**config.mk**
```make
export PLATFORM = sky130hd
export DESIGN_NAME = dmod_out_stage
export DESIGN_NICKNAME = d
export VERILOG_FILES = /design/src/rtl/dmod_pkg.sv /design/src/rtl/dmod_rate_timer.sv /design/src/rtl/dmod_byte_shifter.sv /design/src/rtl/dmod_delta_counter.sv /design/src/rtl/dmod_out_stage.sv
export SDC_FILE = /design/constraint.sdc
export NUM_CORES = 1
export LEC_CHECK = 0
export BUFFER_PORTS_ARGS = -buffer_cell sky130_fd_sc_hd__buf_2
export CAP_MARGIN = 20
export CORE_AREA = 8 8 94 96
export DETAILED_ROUTE_END_ITERATION = 7
export DIE_AREA = 0 0 102 104
export PLACE_DENSITY_LB_ADDON = 0.08
export SYNTH_ARGS = -nofsm -noshare
export SYNTH_HDL_FRONTEND = slang
export SYNTH_SLANG_ARGS = --single-unit
```
**constraint.sdc**
```tcl
create_clock -name clk -period 4.7 [get_ports clk]
set_clock_uncertainty 0.2 [all_clocks]
set_input_delay 0.235 -clock clk [delete_from_list [all_inputs] [get_ports clk]]
set_output_delay 0.235 -clock clk [all_outputs]
set_load 0.01 [all_outputs]
```
**src/rtl/dmod_pkg.sv**
```systemverilog
package dmod_pkg;

   localparam int RATE_SEL_W   = 4;
   localparam int MAX_PERIOD   = 428;

   // Clocks between serializer steps (one eighth of the fetch period).
   function automatic int unsigned step_period(input logic [RATE_SEL_W-1:0] sel);
      case (sel)
         4'd0:    step_period = 428;
         4'd1:    step_period = 380;
         4'd2:    step_period = 340;
         4'd3:    step_period = 320;
         4'd4:    step_period = 286;
         4'd5:    step_period = 254;
         4'd6:    step_period = 226;
         4'd7:    step_period = 214;
         4'd8:    step_period = 190;
         4'd9:    step_period = 160;
         4'd10:   step_period = 142;
         4'd11:   step_period = 128;
         4'd12:   step_period = 106;
         4'd13:   step_period = 84;
         4'd14:   step_period = 72;
         default: step_period = 54;
      endcase
   endfunction

endpackage

```
**src/rtl/dmod_rate_timer.sv**
```systemverilog
module dmod_rate_timer #(
   parameter int TMR_W = 9
) (
   input  logic                              clk,
   input  logic                              rst_n,
   input  logic [dmod_pkg::RATE_SEL_W-1:0]   rate_sel,
   output logic                              tick
);

   localparam int MAX_P = dmod_pkg::MAX_PERIOD;

   if (MAX_P > (1 << TMR_W)) begin : g_bad_width
      $error("dmod_rate_timer: TMR_W too small for the longest period");
   end

   logic [TMR_W-1:0] cnt_q;
   logic [TMR_W-1:0] reload;

   always_comb begin
      reload = TMR_W'(dmod_pkg::step_period(rate_sel) - 1);
   end

   assign tick = (cnt_q == '0);

   always_ff @(posedge clk) begin
      if (!rst_n) begin
         cnt_q <= '0;
      end else if (tick) begin
         cnt_q <= reload;
      end else begin
         cnt_q <= cnt_q - 1'b1;
      end
   end

endmodule

```
**src/rtl/dmod_byte_shifter.sv**
```systemverilog
module dmod_byte_shifter #(
   parameter int BYTE_W = 8
) (
   input  logic              clk,
   input  logic              rst_n,
   input  logic              tick,
   input  logic              byte_valid,
   input  logic [BYTE_W-1:0] byte_data,
   output logic              step_en,
   output logic              step_up
);

   localparam int BL_W = $clog2(BYTE_W + 1);

   if (BYTE_W < 2) begin : g_bad_byte
      $error("dmod_byte_shifter: BYTE_W must be at least 2");
   end

   logic [BYTE_W-1:0] pend_q;
   logic              pend_full_q;
   logic [BYTE_W-1:0] sh_q;
   logic [BL_W-1:0]   left_q;
   logic              xfer;

   assign xfer    = (left_q == '0) && pend_full_q;
   assign step_en = tick && (left_q != '0);
   assign step_up = sh_q[0];

   always_ff @(posedge clk) begin
      if (!rst_n) begin
         pend_q      <= '0;
         pend_full_q <= 1'b0;
      end else begin
         pend_full_q <= byte_valid | (pend_full_q & ~xfer);
         if (byte_valid) begin
            pend_q <= byte_data;
         end
      end
   end

   always_ff @(posedge clk) begin
      if (!rst_n) begin
         sh_q   <= '0;
         left_q <= '0;
      end else if (xfer) begin
         sh_q   <= pend_q;
         left_q <= BL_W'(BYTE_W);
      end else if (step_en) begin
         sh_q   <= sh_q >> 1;
         left_q <= left_q - 1'b1;
      end
   end

endmodule

```
**src/rtl/dmod_delta_counter.sv**
```systemverilog
module dmod_delta_counter #(
   parameter int CNT_W  = 6,
   parameter int BYTE_W = 8
) (
   input  logic              clk,
   input  logic              rst_n,
   input  logic              step_en,
   input  logic              step_up,
   input  logic              load_en,
   input  logic [BYTE_W-1:0] load_data,
   output logic [CNT_W:0]    code
);

   if (BYTE_W < CNT_W + 1) begin : g_bad_load
      $error("dmod_delta_counter: load word narrower than the code");
   end

   logic [CNT_W-1:0] lvl_q;
   logic             lsb_q;
   logic             at_top;
   logic             at_bot;

   assign at_top = &lvl_q;
   assign at_bot = (lvl_q == '0);

   always_ff @(posedge clk) begin
      if (!rst_n) begin
         lvl_q <= '0;
         lsb_q <= 1'b0;
      end else if (load_en) begin
         lvl_q <= load_data[CNT_W:1];
         lsb_q <= load_data[0];
      end else if (step_en) begin
         if (step_up && !at_top) begin
            lvl_q <= lvl_q + 1'b1;
         end else if (!step_up && !at_bot) begin
            lvl_q <= lvl_q - 1'b1;
         end
      end
   end

   assign code = {lvl_q, lsb_q};

endmodule

```
**src/rtl/dmod_out_stage.sv**
```systemverilog
module dmod_out_stage #(
   parameter int CNT_W  = 6,
   parameter int BYTE_W = 8,
   parameter int TMR_W  = 9
) (
   input  logic                             clk,
   input  logic                             rst_n,
   input  logic [dmod_pkg::RATE_SEL_W-1:0]  rate_sel,
   input  logic                             byte_valid,
   input  logic [BYTE_W-1:0]                byte_data,
   input  logic                             pcm_we,
   input  logic [BYTE_W-1:0]                pcm_data,
   output logic [CNT_W:0]                   dac_code
);

   logic tick;
   logic step_en;
   logic step_up;

   dmod_rate_timer #(.TMR_W(TMR_W)) u_timer (
      .clk      (clk),
      .rst_n    (rst_n),
      .rate_sel (rate_sel),
      .tick     (tick)
   );

   dmod_byte_shifter #(.BYTE_W(BYTE_W)) u_shift (
      .clk        (clk),
      .rst_n      (rst_n),
      .tick       (tick),
      .byte_valid (byte_valid),
      .byte_data  (byte_data),
      .step_en    (step_en),
      .step_up    (step_up)
   );

   dmod_delta_counter #(.CNT_W(CNT_W), .BYTE_W(BYTE_W)) u_level (
      .clk       (clk),
      .rst_n     (rst_n),
      .step_en   (step_en),
      .step_up   (step_up),
      .load_en   (pcm_we),
      .load_data (pcm_data),
      .code      (dac_code)
   );

endmodule

```
==> reports/results.txt <==
total grt overflow -> 0
CP startpoint kind -> flip-flop
Tcrit/Tclk final -> 0.6240
Fillers -> 815
post-layout instance area -> 2609 µm²
# Post-CTS Setup Buffers -> 0
CTS root buf -> clkbuf_8
Slew headroom -> 0.4476
clk_lat worst skew -> 0.29 ns
TritonCTS buffer count -> 5
largest net degree at the start of global routing -> 38
Setup WS pre-CTS -> 1.784 ns
number of global-route vias before repair -> 1,758
Clock Path Buffers -> 2
gpl congestion -> 0.7092
CP max FO -> 13
peak supply drop -> 0.1890 mV
first-pass GRT wire length -> 8217 µm
hpwl dp -> 3491 µm
Die Width -> 102 µm
Final WS setup -> 1.767 ns
Layout Nets -> 315
worst hold path class -> input pin to flip-flop
Overall Global Routing Usage -> 0.09380
# DRC -> 0
I/O Buffers -> 29
Die H -> 104 µm
Worst EP arrival -> 2.91 ns
Via density -> 4.664
post-synth top area cell -> dfxtp_1
Mapped Nets -> 282
share of cells above drive strength 1 -> 0.1505
ys async rst share -> 0
initial antenna violation count -> 0
Initial Util -> 0.2883
endpoints failing hold -> 0
I/O pin cnt -> 31
RSZ-0062 raised after global routing -> no
Layout Utilization -> 0.3503
part of the Yosys area used for sequential elements -> 0.3450
Gate Count Post-Synth -> 245
1st-iter DRT viols -> 68
routed wire length -> 4764 µm
top cells by count, synth -> 37 x dfxtp_1, 21 x mux2i_1, 18 x a21oi_1
fin crit period -> 2.933 ns
max-slew violation count -> 0
Post-synth EDFFs -> 0
count leader, synth -> dfxtp_1
Netlist cell types -> 45
remaining antenna violation count -> 0
synthesized area -> 2147 µm²
Synth Register Bits -> 37
Critical Path End Type -> flip-flop
Avg WL per Cell -> 12.50 µm
crit path kind -> flip-flop to flip-flop
H-tree depth -> 2
clk sinks -> 37
CTS clock-pin slew for the worst setup and hold paths -> 0.08 ns
CP Data Required Time -> 4.68 ns
cell row count -> 32
post-placement cell area -> 2361 µm²
PD cells -> 448.9 nW/µm²
Layout area overhead -> 21.50%
TNS Setup -> 0 ns
via count -> 1,777
Diodes inserted -> 0
Least-Margin Pin Slew -> 0.8256 ns
mean post-synth cell area -> 8.764 µm²
area of the core -> 7447 µm²
Post-CTS Hold Buffers -> 11
PostCTS Resize Cnt -> 0
drt first pass iters -> 4
f_max -> 0.3410 GHz
CTS tree -> built
top cell type's share of synthesized area -> 0.3450
YS warnings -> 0
synth top area cells -> dfxtp_1 34%, mux2i_1 9.8%, ha_1 7.0%, a21oi_1 4.2%, xnor2_1 3.3%
maxcap violations -> 0
endpoints failing setup -> 0
top_reg_cell synth -> dfxtp_1
Pleak -> 1.140 nW
status -> completed
die area -> 10,610 µm²
WHS -> 0.01260 ns
[sequential cells by signal, summed over array words and instances, names as in the netlist]
signal and flops:
u_shift.sh_q 8, u_shift.left_q 4, u_timer.cnt_q 9, u_shift.pend_q 8, u_level.lvl_q 6, u_level.lsb_q 1, u_shift.pend_full_q 1
[power breakdown]
part	internal [mW]	leakage (nW)	total (mW)	switching, mW
registers	0.374	0.305	0.428	0.0534
clock network	0.214	0.0687	0.335	0.122
logic	0.183	0.766	0.408	0.225
[cell families after synthesis]
logic type / count (synthesis) / share of synthesized area
multiplexers: 23 / 0.1136
flip-flops: 37 / 0.3450
adder cells (fa/ha/maj): 13 / 0.07925
XOR/XNOR: 13 / 0.05303
AO/OA/AOI/OAI: 64 / 0.1981
AND/OR/NAND/NOR: 68 / 0.1608
buffers and inverters: 27 / 0.05012
[worst paths after layout]
path | startpoint | end | slack, ns | cells after the start
worst min-delay path | pcm_data[0] | u_level.lsb_q | 0.01 | 3
worst min register to register | u_shift.sh_q[7] | u_shift.sh_q[7] | 0.30 | 2
worst max-delay path | u_timer.cnt_q[0] | u_level.lvl_q[2] | 1.77 | 7
worst max register to register | u_timer.cnt_q[0] | u_level.lvl_q[2] | 1.77 | 7
[cell type report]
cell class / instances / area (µm²) / area share
timing repair buffer: 40 / 255.2 / 0.09784
clock inverter: 3 / 68.82 / 0.02638
sequential: 37 / 740.7 / 0.2839
tap: 102 / 127.6 / 0.04892
inverter: 13 / 48.80 / 0.01871
multi-input combinational: 181 / 1299 / 0.4978
clock buffer: 5 / 68.82 / 0.02638
[worst max-delay path, stage by stage, from the launching register on]
cell and delay [ns]:
dfxtp_1 0.34, inv_1 0.08, ha_1 0.23, or4b_1 0.51, or3_1 0.63, a221oi_4 0.50, mux2i_1 0.25, o21ai_1 0.07
[cells in the final DEF (no fill, tap or decap), types with 3 or more instances in the layout]
cell / instances
nor3_1: 3
nand2_1: 17
a21o_1: 4
buf_2: 29
nand3_1: 11
o31ai_1: 3
nor4_1: 4
ha_1: 12
a21boi_0: 3
dlygate4sd3_1: 11
xnor2_1: 8
dfxtp_1: 37
xor2_1: 5
o21a_1: 3
nor2_1: 11
inv_1: 13
o21ai_1: 4
nor2b_1: 11
o21ai_0: 12
mux2i_1: 21
clkbuf_8: 5
a21oi_1: 18
[metal layers]
| layer | global-route usage | vias to the layer above | part of all wire |
|---|---|---|---|
| met4 | 0.03148 | 0 | 0.014 |
| met1 | 0.1283 | 795 | 0.52 |
| li1 | - | 944 | - |
| met5 | 0 | - | 0 |
| met3 | 0.02677 | 5 | 0.041 |
| met2 | 0.1356 | 33 | 0.42 |
[metrics by stage]
stage | instances | total power, mW
global route | 381 | 1.272
finish | 381 | 1.171
global placement | 362 | 0.8450
floorplan | 245 | 0.7568
detailed placement | 362 | 0.8376
CTS | 381 | 1.191
Power figures use the tool's default switching activity.
